### src/rtl/rtc_pkg.sv
package rtc_pkg;

  typedef enum logic [1:0] {
    MODE_BIN = 2'b00,
    MODE_CAL = 2'b01,
    MODE_MIX = 2'b10,
    MODE_RSV = 2'b11
  } rtcMode_e;

  typedef struct packed {
    logic [7:0] year;
    logic [7:0] month;
    logic [7:0] day;
    logic [7:0] hour;
    logic [7:0] minute;
    logic [7:0] second;
  } calTime_t;

  typedef struct packed {
    logic loadCnt;
    logic incCnt;
    logic loadCal;
    logic stepCal;
  } rtcStrobe_t;

  localparam calTime_t CAL_RESET = '{year: 8'h00, month: 8'h01, day: 8'h01,
                                     hour: 8'h00, minute: 8'h00, second: 8'h00};

  function automatic logic [7:0] bcdInc(input logic [7:0] v);
    if (v[3:0] == 4'd9) return {v[7:4] + 4'd1, 4'd0};
    return {v[7:4], v[3:0] + 4'd1};
  endfunction

  function automatic logic [6:0] bcdToBin(input logic [7:0] v);
    return 7'(v[7:4]) * 7'd10 + 7'(v[3:0]);
  endfunction

  function automatic logic [7:0] lastDay(input logic [7:0] month, input logic [7:0] year);
    logic [6:0] m;
    logic [6:0] y;
    m = bcdToBin(month);
    y = bcdToBin(year);
    case (m)
      7'd4, 7'd6, 7'd9, 7'd11: return 8'h30;
      7'd2:                    return (y[1:0] == 2'b00) ? 8'h29 : 8'h28;
      default:                 return 8'h31;
    endcase
  endfunction

  function automatic calTime_t calAdvance(input calTime_t c);
    calTime_t n;
    n = c;
    if (c.second != 8'h59) begin
      n.second = bcdInc(c.second);
    end else begin
      n.second = 8'h00;
      if (c.minute != 8'h59) begin
        n.minute = bcdInc(c.minute);
      end else begin
        n.minute = 8'h00;
        if (c.hour != 8'h23) begin
          n.hour = bcdInc(c.hour);
        end else begin
          n.hour = 8'h00;
          if (c.day != lastDay(c.month, c.year)) begin
            n.day = bcdInc(c.day);
          end else begin
            n.day = 8'h01;
            if (c.month != 8'h12) begin
              n.month = bcdInc(c.month);
            end else begin
              n.month = 8'h01;
              n.year  = (c.year == 8'h99) ? 8'h00 : bcdInc(c.year);
            end
          end
        end
      end
    end
    return n;
  endfunction

endpackage

### src/rtl/rtc_ctrl.sv
module rtc_ctrl
  import rtc_pkg::*;
#(
  parameter int CNT_W    = 32,
  parameter int SEL_W    = 5,
  parameter int CAL_BITS = 15
) (
  input  logic             clk,
  input  logic             rstN,
  input  logic             tick,
  input  logic             cntWr,
  input  logic             calWr,
  input  logic             cfgWr,
  input  logic [1:0]       cfgMode,
  input  logic [SEL_W-1:0] cfgBitSel,
  input  logic [CNT_W-1:0] cnt,
  output rtcStrobe_t       strb,
  output rtcMode_e         mode
);
  localparam logic [SEL_W-1:0] CAL_SEL = SEL_W'(CAL_BITS);
  localparam logic [SEL_W-1:0] RST_SEL = SEL_W'(CAL_BITS);

  rtcMode_e         modeQ;
  logic [SEL_W-1:0] selQ;
  logic [SEL_W-1:0] effSel;
  logic             pendCnt;
  logic             pendCal;
  logic [CNT_W-1:0] lowMask;
  logic [CNT_W-1:0] nextCnt;
  logic             wrapHit;
  logic             calRun;

  always_ff @(posedge clk) begin
    if (!rstN) begin
      modeQ   <= MODE_MIX;
      selQ    <= RST_SEL;
      pendCnt <= 1'b0;
      pendCal <= 1'b0;
    end else begin
      if (cfgWr) begin
        modeQ <= rtcMode_e'(cfgMode);
        selQ  <= cfgBitSel;
      end
      if (cntWr)     pendCnt <= 1'b1;
      else if (tick) pendCnt <= 1'b0;
      if (calWr)     pendCal <= 1'b1;
      else if (tick) pendCal <= 1'b0;
    end
  end

  assign effSel = (modeQ == MODE_CAL) ? CAL_SEL : selQ;

  for (genvar i = 0; i < CNT_W; i++) begin : g_mask
    assign lowMask[i] = (32'(effSel) > i);
  end

  assign nextCnt = cnt + CNT_W'(1);
  assign wrapHit = ((nextCnt & lowMask) == '0);
  assign calRun  = (modeQ == MODE_CAL) || (modeQ == MODE_MIX);

  always_comb begin
    strb.loadCnt = tick && pendCnt;
    strb.incCnt  = tick && !pendCnt;
    strb.loadCal = tick && pendCal;
    strb.stepCal = tick && !pendCnt && !pendCal && calRun && wrapHit;
  end

  assign mode = modeQ;
endmodule

### src/rtl/rtc_datapath.sv
module rtc_datapath
  import rtc_pkg::*;
#(
  parameter int CNT_W = 32
) (
  input  logic             clk,
  input  logic             rstN,
  input  rtcStrobe_t       strb,
  input  logic             cntWr,
  input  logic [CNT_W-1:0] cntWrData,
  input  logic             calWr,
  input  calTime_t         calWrData,
  input  logic             rdSnap,
  output logic [CNT_W-1:0] cntLive,
  output calTime_t         calLive,
  output logic [CNT_W-1:0] cntShadow,
  output calTime_t         calShadow
);
  logic [CNT_W-1:0] cntStage;
  calTime_t         calStage;

  always_ff @(posedge clk) begin
    if (!rstN) begin
      cntLive   <= '0;
      calLive   <= CAL_RESET;
      cntStage  <= '0;
      calStage  <= CAL_RESET;
      cntShadow <= '0;
      calShadow <= CAL_RESET;
    end else begin
      if (cntWr) cntStage <= cntWrData;
      if (calWr) calStage <= calWrData;

      if (strb.loadCnt)     cntLive <= cntStage;
      else if (strb.incCnt) cntLive <= cntLive + CNT_W'(1);

      if (strb.loadCal)      calLive <= calStage;
      else if (strb.stepCal) calLive <= calAdvance(calLive);

      if (rdSnap) begin
        cntShadow <= cntLive;
        calShadow <= calLive;
      end
    end
  end
endmodule

### src/rtl/rtc_mixed_core.sv
module rtc_mixed_core
  import rtc_pkg::*;
#(
  parameter int CNT_W    = 32,
  parameter int SEL_W    = 5,
  parameter int CAL_BITS = 15
) (
  input  logic             clk,
  input  logic             rstN,
  input  logic             tick,
  input  logic             cntWr,
  input  logic [CNT_W-1:0] cntWrData,
  input  logic             calWr,
  input  logic [47:0]      calWrData,
  input  logic             cfgWr,
  input  logic [1:0]       cfgMode,
  input  logic [SEL_W-1:0] cfgBitSel,
  input  logic             rdSnap,
  output logic [CNT_W-1:0] cntOut,
  output logic [47:0]      calOut
);
  rtcStrobe_t       strb;
  rtcMode_e         modeCur;
  logic [CNT_W-1:0] cntLive;
  calTime_t         calLive;
  calTime_t         calShadow;

  rtc_ctrl #(.CNT_W(CNT_W), .SEL_W(SEL_W), .CAL_BITS(CAL_BITS)) u_ctrl (
    .clk(clk), .rstN(rstN), .tick(tick),
    .cntWr(cntWr), .calWr(calWr),
    .cfgWr(cfgWr), .cfgMode(cfgMode), .cfgBitSel(cfgBitSel),
    .cnt(cntLive), .strb(strb), .mode(modeCur)
  );

  rtc_datapath #(.CNT_W(CNT_W)) u_dp (
    .clk(clk), .rstN(rstN), .strb(strb),
    .cntWr(cntWr), .cntWrData(cntWrData),
    .calWr(calWr), .calWrData(calTime_t'(calWrData)),
    .rdSnap(rdSnap),
    .cntLive(cntLive), .calLive(calLive),
    .cntShadow(cntOut), .calShadow(calShadow)
  );

  assign calOut = calShadow;
endmodule

### config.mk
export PLATFORM = sky130hd
export DESIGN_NAME = rtc_mixed_core
export DESIGN_NICKNAME = d
export VERILOG_FILES = /design/src/rtl/rtc_pkg.sv /design/src/rtl/rtc_ctrl.sv /design/src/rtl/rtc_datapath.sv /design/src/rtl/rtc_mixed_core.sv
export SDC_FILE = /design/constraint.sdc
export NUM_CORES = 1
export LEC_CHECK = 0
export ABC_CLOCK_PERIOD_IN_PS = 4550
export BUFFER_PORTS_ARGS = -buffer_cell sky130_fd_sc_hd__clkbuf_2
export CAP_MARGIN = 30
export CORE_ASPECT_RATIO = 2
export CORE_UTILIZATION = 40
export DETAILED_ROUTE_END_ITERATION = 6
export SLEW_MARGIN = 10
export SYNTH_ARGS = -nofsm -noshare
export SYNTH_HDL_FRONTEND = slang
export SYNTH_SLANG_ARGS = --single-unit
### constraint.sdc
create_clock -name clk -period 4.55 [get_ports clk]
set_input_delay 0.2275 -clock clk [delete_from_list [all_inputs] [get_ports clk]]
set_output_delay 0.2275 -clock clk [all_outputs]
set_load 0.05 [all_outputs]
=== Word level (Yosys, flattened, before mapping) ===
Cells that the tools add are included.

* Bits in registers: 249
* Bits in latches: 0
* Memory bits (writable): 0
* ROM bits: 0
* Output and inout bits: 80
* Logic and storage cells: 220
* Memories: 0

* Add/subtract/negate cells: 15
* $mul: 2
* Div/mod/pow operators: 0
* $lt $le $gt $ge: 31
* Equality and inequality tests: 29
* Shifts and indexed selects: 0
* Muxes and demuxes: 83
* Bitwise logic cells: 1
* Reductions and logical operators: 28

{| class="wikitable"
|+ Operator list
! operator !! count
|-
| 8-bit 2-to-1 mux || 25
|-
| 32-bit 2-to-1 mux || 3
|-
| 48-bit 2-to-1 mux || 2
|-
| 5-bit > comparator (second input constant) || 15
|-
| 4-bit by 1-bit adder with 4-bit output (second input constant) || 12
|-
| 1-bit 2-to-1 mux || 48
|-
| 5-bit by 4-bit > comparator with 1-bit output (second input constant) || 8
|-
| 40-bit 2-to-1 mux || 1
|-
| 32-bit by 1-bit adder with 32-bit output (second input constant) || 1
|-
| 32-bit by 31-bit AND with 32-bit output || 1
|-
| 32-bit zero test || 1
|-
| 4-bit == test (second input constant) || 6
|-
| 24-bit 2-to-1 mux || 1
|-
| 5-bit by 3-bit > comparator with 1-bit output (second input constant) || 4
|-
| 16-bit 2-to-1 mux || 1
|-
| 8-bit by 7-bit inequality test with 1-bit output (second input constant) || 2
|-
| 8-bit case mux with 2 select lines || 1
|-
| 3-bit inequality test (second input constant) || 5
|-
| 7-bit by 3-bit == test with 1-bit output (second input constant) || 2
|-
| 7-bit by 4-bit == test with 1-bit output (second input constant) || 2
|-
| 6-bit AND reduction || 2
|-
| 5-bit by 1-bit > comparator with 1-bit output (second input constant) || 2
|-
| 5-bit by 2-bit > comparator with 1-bit output (second input constant) || 2
|-
| 2-bit inequality test (second input constant) || 5
|-
| 24 further kinds || 37
|}

=== Depth between registers and ports, before layout ===
Gate-level depths: netlist of run 1.

* Word-level depth: 28
* Gate-level depth with buffers: 14

=== Modules after synthesis ===
From an unflattened synthesis of run 1, not the netlist that was laid out.

* Cells, all modules: 1402
* Area, all modules: 12164.2 um^2

{| class="wikitable"
|+ Modules (own cells, without submodules)
! module !! instances !! cells an instance !! area an instance (um^2) !! sequential area each (um^2)
|-
| rtc_datapath || 1 || 1188 || 10722.8 || 4804.6
|-
| rtc_ctrl || 1 || 214 || 1441.4 || 180.2
|}

=== Worst setup path after synthesis of run 1 ===
OpenSTA, ideal clock, no wires.

* Path type: register to register
* Start: reg u_dp.calLive[37] (netlist name)
* End: reg u_dp.calLive[31] (netlist name)
* Setup time: 0.120 ns
* Arrival time: 3.548 ns
* Path slack: 0.883 ns
* Cell stages (with the launch flop): 13
* Buffers on the path: 1
* Period minus slack after synthesis: 3.667 ns
* Cell sequence: dfxtp_1 -> ha_1 -> ha_1 -> inv_1 -> fa_1 -> or4b_2 -> a211oi_1 -> mux2i_1 -> and4_1 -> clkbuf_1 -> or2_2 -> a31oi_1 -> o31a_1

* Word-level cells in the longest chain between the ends: 18

{| class="wikitable"
|+ Ends and longest elaborated chain
! item !! line !! RTL
|-
| 4-bit by 3-bit multiplier with 6-bit output (*) || rtc_pkg.sv:35 || <nowiki>return 7'(v[7:4]) * 7'd10 + 7'(v[3:0]);</nowiki>
|-
| 7-bit by 4-bit adder with 7-bit output (*) || rtc_pkg.sv:35 ||
|-
| 7-bit by 3-bit == test with 1-bit output or 7-bit by 4-bit == test with 1-bit output (tied branches) || rtc_pkg.sv:43 || <nowiki>case (m)</nowiki>
|-
| 4-bit OR reduction || rtc_pkg.sv:43 ||
|-
| 8-bit case mux with 2 select lines (*) || rtc_pkg.sv:43 ||
|-
| 8-bit 2-to-1 mux (*) || rtc_pkg.sv:61 || <nowiki>if (c.hour != 8'h23) begin</nowiki>
|-
| 8-bit 2-to-1 mux (*) || rtc_pkg.sv:57 || <nowiki>if (c.minute != 8'h59) begin</nowiki>
|-
| 8-bit 2-to-1 mux (*) || rtc_pkg.sv:53 || <nowiki>if (c.second != 8'h59) begin</nowiki>
|-
| [2 not listed] || -- ||
|-
| 8-bit 2-to-1 mux (*) || rtc_datapath.sv:23 || <nowiki>if (!rstN) begin</nowiki>
|-
| 8-bit inequality test (*) || rtc_pkg.sv:65 || <nowiki>if (c.day != lastDay(c.month, c.year)) begin</nowiki>
|-
| 8-bit 2-to-1 mux || rtc_pkg.sv:65 ||
|-
| 24-bit 2-to-1 mux || rtc_pkg.sv:61 ||
|-
| 32-bit 2-to-1 mux || rtc_pkg.sv:57 ||
|-
| 40-bit 2-to-1 mux || rtc_pkg.sv:53 ||
|-
| 48-bit 2-to-1 mux || rtc_datapath.sv:38 || <nowiki>else if (strb.stepCal) calLive <= calAdvance(calLive);</nowiki>
|-
| 48-bit 2-to-1 mux || rtc_datapath.sv:37 || <nowiki>if (strb.loadCal) calLive <= calStage;</nowiki>
|}

Every way passes the cells marked *; elsewhere a longest branch is shown, timed or not. The select of a mux whose other input is x is not followed.
A chain may end at the register's enable or synchronous reset.

=== Final worst setup path of run 1 ===
* Start: reg u_dp.calLive[37] (netlist name)
* End: reg u_dp.calLive[47] (netlist name)

* Word-level cells in the longest chain between the ends: 14

{| class="wikitable"
|+ Ends and longest elaborated chain
! item !! line
|-
| 4-bit by 3-bit multiplier with 6-bit output || rtc_pkg.sv:35
|-
| 7-bit by 4-bit adder with 7-bit output || rtc_pkg.sv:35
|-
| 7-bit by 3-bit == test with 1-bit output or 7-bit by 4-bit == test with 1-bit output (tied branches) || rtc_pkg.sv:43
|-
| 4-bit OR reduction || rtc_pkg.sv:43
|-
| 8-bit case mux with 2 select lines || rtc_pkg.sv:43
|-
| 8-bit 2-to-1 mux || rtc_pkg.sv:61
|-
| 8-bit 2-to-1 mux || rtc_pkg.sv:57
|-
| 8-bit 2-to-1 mux || rtc_pkg.sv:53
|-
| 8-bit 2-to-1 mux || rtc_datapath.sv:38
|-
| 8-bit 2-to-1 mux || rtc_datapath.sv:37
|-
| 8-bit 2-to-1 mux || rtc_datapath.sv:23
|-
| 8-bit inequality test || rtc_pkg.sv:65
|-
| 2-bit inequality test (no source line) || --
|-
| 7-bit AND reduction (no source line) (*) || --
|}

Marked as above.

==> results of run 1 <==
## routing by layer
layer	part of all wire	wire length, um	vias to the layer above
met3	0.029	1060	92
met1	0.37	13500	5209
li1	-	-	5472
met2	0.55	19800	268
met4	0.046	1670	0
met5	0	0	-
## synthesized netlist by cell type, types with 15 or more instances
| cell type | n |
|---|---|
| dfxtp_1 | 249 |
| nor2_1 | 233 |
| mux2i_1 | 190 |
| nand2_1 | 122 |
| clkbuf_1 | 83 |
| o21ai_0 | 77 |
| a21oi_1 | 46 |
| inv_1 | 34 |
| nand3_1 | 34 |
| ha_1 | 29 |
| nor3_1 | 21 |
| xnor2_1 | 21 |
| a22oi_1 | 17 |
| xor2_1 | 17 |
| o31ai_1 | 16 |
| a31oi_1 | 15 |
| nor4_1 | 15 |
## sequential cells by signal (all words and copies together) (netlist names)
| name | count |
|---|---|
| u_dp.calStage | 48 |
| u_dp.cntStage | 32 |
| u_dp.calLive | 48 |
| u_ctrl.selQ | 5 |
| u_ctrl.mode | 2 |
| u_dp.calShadow | 48 |
| u_ctrl.pendCnt | 1 |
| u_ctrl.pendCal | 1 |
| u_dp.cntLive | 32 |
| u_dp.cntShadow | 32 |
## final timing paths
kind	to	depth (start not counted)
setup / recovery	u_dp.calLive[47]	11
hold reg to reg	u_dp.calStage[24]	2
hold / removal	u_ctrl.selQ[0]	2
setup reg to reg	u_dp.calLive[47]	11
## cell usage in the layout (no fill, tap or decap), types with 14 or more instances in the layout
cell type and instances:
o31ai_1 16, a31oi_1 15, nand2_1 121, clkbuf_16 24, nand3_1 34, xor2_1 17, dfxtp_1 248, dlygate4sd3_1 87
nor3_1 20, a22oi_1 17, o211ai_1 14, o21ai_0 77, buf_4 19, xnor2_1 21, clkbuf_2 171, mux2i_1 190
nor2_1 233, nor4_1 15, inv_1 33, a21oi_1 46, and3_1 14, ha_1 29
## logic make-up after synthesis
group / share of synthesized area
muxes: 0.156
xor gates and xnor gates: 0.0270
AOI/OAI and AO/OA: 0.141
adders and majority gates: 0.0327
DFF: 0.405
and+or+nand+nor: 0.194
buffers and inverters: 0.0449
## power by group through the flow
stage	Sequential [mW]	Combinational (mW)	Clock, mW
3_5_place_dp	2.41	0.487	0
5_1_grt	2.37	0.598	2.21
2_1_floorplan	2.40	0.325	0
6_report	2.36	0.545	2.08
3_3_place_gp	2.40	0.482	0
4_1_cts	2.36	0.548	2.14
## stage by stage
step	util	worst slack, ns
after CTS	0.499	0.349
after floorplan	-	0.883
after detailed placement	0.443	0.364
final	0.499	0.384
after global placement	0.443	0.483
after global routing	0.499	0.0699
## critical path, cell delays in order, from the launching register on
cell and delay [ns]:
dfxtp_1 0.51, ha_1 0.29, ha_1 0.19, inv_1 0.07, fa_1 0.44, or4b_2 0.71, a211oi_1 0.32, mux2i_1 0.21
and4_1 0.31, nand4bb_1 0.36, or4_1 0.61, nand3_1 0.10
## final cells by class
cell class,instances,share of cell area
flip-flops and latches,249,0.331
repair buffers,278,0.124
clock buffers,34,0.0463
inverters,34,0.00880
multi-input cells,1044,0.451
well taps,368,0.0306
clock inverters,10,0.00814
==> results.md, run 1 <==
* Vias in the first global route at roughly 11000
* Outcome: completed
* Final Cycle Share at 0.916
* Gate power share at 0.109
* Die area at between 30000 and 40000 um2
* Antenna violations before repair at 0
* Die Width at around 130 um
* Initial Utilization at 0.408
* Core area at 30200 um2
* Clock share of power at 0.418
* Layout filler cell count at ~3000
* CP max FO at 8
* Max-Slew Margin vs Limit at 0.382
* Maxcap violations at 0
* P&R area growth vs syn at 22.3%
* Post-DR vias/cell at about 5.5
* Post-synth EDFFs at 0
* Placer Congestion at between 0.8 and 0.9
* Post_cts resized at 0
* Netlist Area Pre-Place at between 10000 and 15000 um2
* Post-synth top area share at 0.405
* Worst-path clk slew at approximately 0.070 ns
* # port buffers at 173
* Area of the multi-input gates at ~6800 um2
* Layout cell share with drive strength beyond 1 at 0.158
* Setup violators final at 0
* Worst EP required at ~5 ns
* Synth area leader: dfxtp_1
* Root buf cell: clkbuf_16
* First-pass GRT wire length at 57100 um
* Synthesized instance count at roughly 1400
* HP Class: input port to register
* Reg2Reg Setup Slack at between 0.3 and 0.4 ns
* Top FF cell, synth: dfxtp_1
* DRT iter0 DRCs at approximately 520
* Setup crit end kind: register
* Post-Layout Cell Count at between 2000 and 2500
* Busiest metal layer after global routing: met2
* Clock sinks at between 200 and 250
* DR pass1 iterations at 5
* CP Data Arrival Time at roughly 4.6 ns
* Post-synth ARST share at 0
* Final wirelength at roughly 36000 um
* Design Area, Final at 15100 um2
* ANT cells at 0
* Worst clock skew at roughly 0.029 ns
* Hold_ws at between 0.1 and 0.15 ns
* GRT overflow at 0
* Crit path from: u_dp.calLive[37]
* Yosys warnings at 0
* Max Slew Vio Count at 0
* Remaining DRCs at 0
* GR Layer Usage met2 at 0.446
* Tmin final at ~4.2 ns
* Num ports at 174
* Switching Fraction at 0.259
* Top cells by area, synth: dfxtp_1, mux2i_1, nor2_1
* Die height at between 200 and 300 um
* Placed Cells at 1886
* Flop and latch count out of synthesis at around 250
* P_sw at ~1.3 mW
* Startpoint Class: register
* GR Util met3 at 0.0190
* Syn Area/Cell at about 8.6 um2
* Later-pin clock latency in the skew report at between 0.5 and 0.6 ns
* Setup tns final at 0 ns
* Setup Buffers After CTS at 0
* GR Util met1 at 0.230
* Num rows at 90
* CTS H-tree lvls at 1
* CTS tree: built
* Antenna-violating nets left at 0
* Worst slew pin tran at around 0.93 ns
* Largest net degree at the start of global routing at between 100 and 150
* Nets at between 1500 and 2000
* Fin. Hold Viols at 0
* Worst-case clock buffer depth at 3
* Hold-fix buffers, CTS at 87
* Unrepaired setup endpoints after global routing: no
* FF+latch area at approximately 5000 um2
* Pwr Total at 4.98 mW
* HPWL Detailed at around 25000 um
* Kind of critical path: register to register
* Hold Crit Start: cfgWr
* Area after DPL at between 10000 and 15000 um2
* Pwr per Cell Area at 331 nW/um2
* Int Pwr at between 3 and 4 mW
* Seq/Total Area, Yosys at 0.405
* Sequential power share at 0.473
* F_max at 240 MHz
* CTS buffer count at 24
* Via count at 11000
* GRT Overall Usage at 0.226
* Netlist cell types at 73
* LEAKAGE at 6.43 nW
* VDD IR max at ~0.00036 V
* DR WL/cell at between 15 and 20 um
* Reg2reg start: u_dp.calLive[37]
* Post-Syn Nets at between 1500 and 2000
Power figures use the tool's default switching activity.
==> run 2, diff against run 1 <==
--- a/config.mk
+++ b/config.mk
@@ -5,12 +5,13 @@
 export SDC_FILE = /design/constraint.sdc
 export NUM_CORES = 1
 export LEC_CHECK = 0
-export ABC_CLOCK_PERIOD_IN_PS = 4550
+export ABC_CLOCK_PERIOD_IN_PS = 4400
 export BUFFER_PORTS_ARGS = -buffer_cell sky130_fd_sc_hd__clkbuf_2
 export CAP_MARGIN = 30
 export CORE_ASPECT_RATIO = 2
 export CORE_UTILIZATION = 40
 export DETAILED_ROUTE_END_ITERATION = 6
+export GPL_TIMING_DRIVEN = 1
 export SLEW_MARGIN = 10
 export SYNTH_ARGS = -nofsm -noshare
 export SYNTH_HDL_FRONTEND = slang
==> constraint.sdc (replaced) <==
create_clock -name clk -period 4.4 [get_ports clk]
set_input_delay 0.22 -clock clk [delete_from_list [all_inputs] [get_ports clk]]
set_output_delay 0.22 -clock clk [all_outputs]
set_load 0.05 [all_outputs]
==> results.md, run 2 (synthesis results as in run 1) <==
* Outcome: completed
* GRT overflow at 0 (unchanged)
* Worst setup margin at 0.323 ns (-0.0604 ns)
* CP peak stage delay at 0.72 ns (about the same)
* Antenna-violating nets left at 0 (unchanged)
* ANT cells at 0 (unchanged)
* VDD IR max at 0.000308 V (-16%)
* Num ports at 174 (unchanged)
* CTS buffer count at 25 (+4.2%)
* Worst-path clk slew at 0.07 ns (about the same)
* Most used cell, CP: ha_1
* Unrepaired setup endpoints after global routing: no
* Layout cell share with drive strength beyond 1 at 0.160 (+0.00213)
* Die area at 31600 um2 (unchanged)
* P&R area growth vs syn at 23.4%
* Placer Congestion at 0.874 (+2.9%)
* Die height at 250 um (unchanged)
* Tmin final at 4.08 ns (-0.0896 ns)
* Setup crit end kind: register
* DR pass1 iterations at 4 (-1)
* Worst-case clock buffer depth at 3 (unchanged)
* CP bufs+invs at 1 (unchanged)
* First-pass GRT wire length at 57600 um (+0.90%)
* GRT Overall Usage at 0.228 (+0.00217)
* Num rows at 90 (unchanged)
* Setup tns final at 0 ns (unchanged)
* Most frequent cells in the layout: dfxtp_1, nor2_1, mux2i_1
* Remaining DRCs at 0 (unchanged)
* Initial Utilization at 0.408 (unchanged)
* Max Slew Vio Count at 0 (unchanged)
* Post-DR vias/cell at 5.47 (about the same)
* Worst EP required at 4.87 ns (-0.15 ns)
* HP Class: input port to register
* Antenna violations before repair at 0 (unchanged)
* Root buf cell: clkbuf_16
* Clock sinks at 249 (unchanged)
* Final wirelength at 36100 um (+0.12%)
* Max-Slew Margin vs Limit at 0.358 (-0.0239)
* # port buffers at 173 (unchanged)
* HPWL Detailed at 24900 um (-0.84%)
* Layout filler cell count at 2897 (-1.8%)
* Worst slew pin tran at 0.963 ns (+0.0358 ns)
* Pwr per Cell Area at 357 nW/um2 (+7.9%)
* Fin. Hold Viols at 0 (unchanged)
* CTS H-tree lvls at 1 (unchanged)
* Vias in the first global route at 11200 (+2.4%)
* Final Cycle Share at 0.927 (+0.0109)
* Biggest regs: u_dp.calLive x48, u_dp.calShadow x48, u_dp.calStage x48
* Die Width at 126 um (unchanged)
* Worst path slowest cell: or4b_2
* Core area at 30200 um2 (unchanged)
* Hold_ws at 0.0844 ns (-0.0176 ns)
* Pre-CTS WS at 0.204 ns (-0.159 ns)
* Nets at 1759 (+0.17%)
* Worst clock skew at 0.0198 ns (-0.00925 ns)
* LEAKAGE at 6.50 nW (+1.2%)
* F_max at 245 MHz (+2.2%)
* Later-pin clock latency in the skew report at 0.55 ns (about the same)
* Startpoint Class: register
* Commonest non-fill, non-tap cell in the layout: dfxtp_1
* DRT iter0 DRCs at 514 (-1.3%)
* DR WL/cell at 17.9 um (about the same)
* Top delay family on crit path: simple AND/OR/NAND/NOR gates
* Setup violators final at 0 (unchanged)
* CTS tree: built
* Via count at 11100 (+0.11%)
* Crit-path cells: ha_1 > ha_1 > inv_1 > fa_1 > or4b_2 > a211oi_1 > mux2i_1 > and4_1 > nand4bb_2 > or4_1 > nand3_1
* Maxcap violations at 0 (unchanged)
* Kind of critical path: register to register
* CP max FO at 8 (unchanged)
* Largest net degree at the start of global routing at 117 (+1.7%)
* CP Data Arrival Time at 4.55 ns (-0.09 ns)
* Setup Buffers After CTS at 0 (unchanged)
-- run 2: final timing paths --
kind	start	to	slack [ns]	cells past startpoint
max reg2reg	u_dp.calLive[39]	u_dp.calLive[47]	0.32	11
min	cfgWr	u_ctrl.selQ[0]	0.08	2
min reg2reg	u_dp.calShadow[32]	u_dp.calShadow[32]	0.48	2
max	u_dp.calLive[39]	u_dp.calLive[47]	0.32	11
-- run 2: what timing repair did --
action | 4_1_cts | 5_1_grt
endpoints found under the setup margin | 0 | 1
hold buffers | 87 | 0
gates resized for setup | 0 | 1
endpoints found under the hold margin | 87 | 0
-- run 2: final cells by class --
cell class	count	area (um2)	area share
Inverter	34	133	0.00872
Timing Repair Buffer	280	1900	0.125
Clock buffer	35	723	0.0476
Sequential cell	249	4990	0.328
Tap cell	368	460	0.0303
Clock inverter	10	204	0.0134
Multi-Input combinational cell	1044	6800	0.447
-- run 2: stage by stage --
step | utilization | instance area [um2] | instances | total power, mW
after floorplan | - | 12300 | 1435 | 2.82
after detailed placement | 0.444 | 13400 | 1888 | 2.99
after global routing | 0.504 | 15200 | 2020 | 5.63
final | 0.504 | 15200 | 2020 | 5.43
after CTS | 0.504 | 15200 | 2020 | 5.48
after global placement | 0.444 | 13400 | 1888 | 2.99
-- run 2: routing by layer --
layer | wire length [um] | track usage | up-vias
met5 | 0 | 0 | -
met4 | 1770 | 0.131 | 0
met3 | 1030 | 0.0196 | 106
met2 | 20100 | 0.449 | 247
met1 | 13200 | 0.227 | 5234
li1 | - | - | 5466
-- run 2: worst reg2reg max path, cell delays in order, from the launching register on --
cell and delay, ns:
dfxtp_1 0.48, ha_1 0.31, ha_1 0.20, inv_1 0.07, fa_1 0.42, or4b_2 0.72, a211oi_1 0.34, mux2i_1 0.21
and4_1 0.33, nand4bb_2 0.27, or4_1 0.57, nand3_1 0.09
-- run 2: power by group --
part           internal, mW  switching, mW
combinational         0.248          0.321
clock                  1.50          0.925
sequential             2.34         0.0944
total                  4.08           1.34
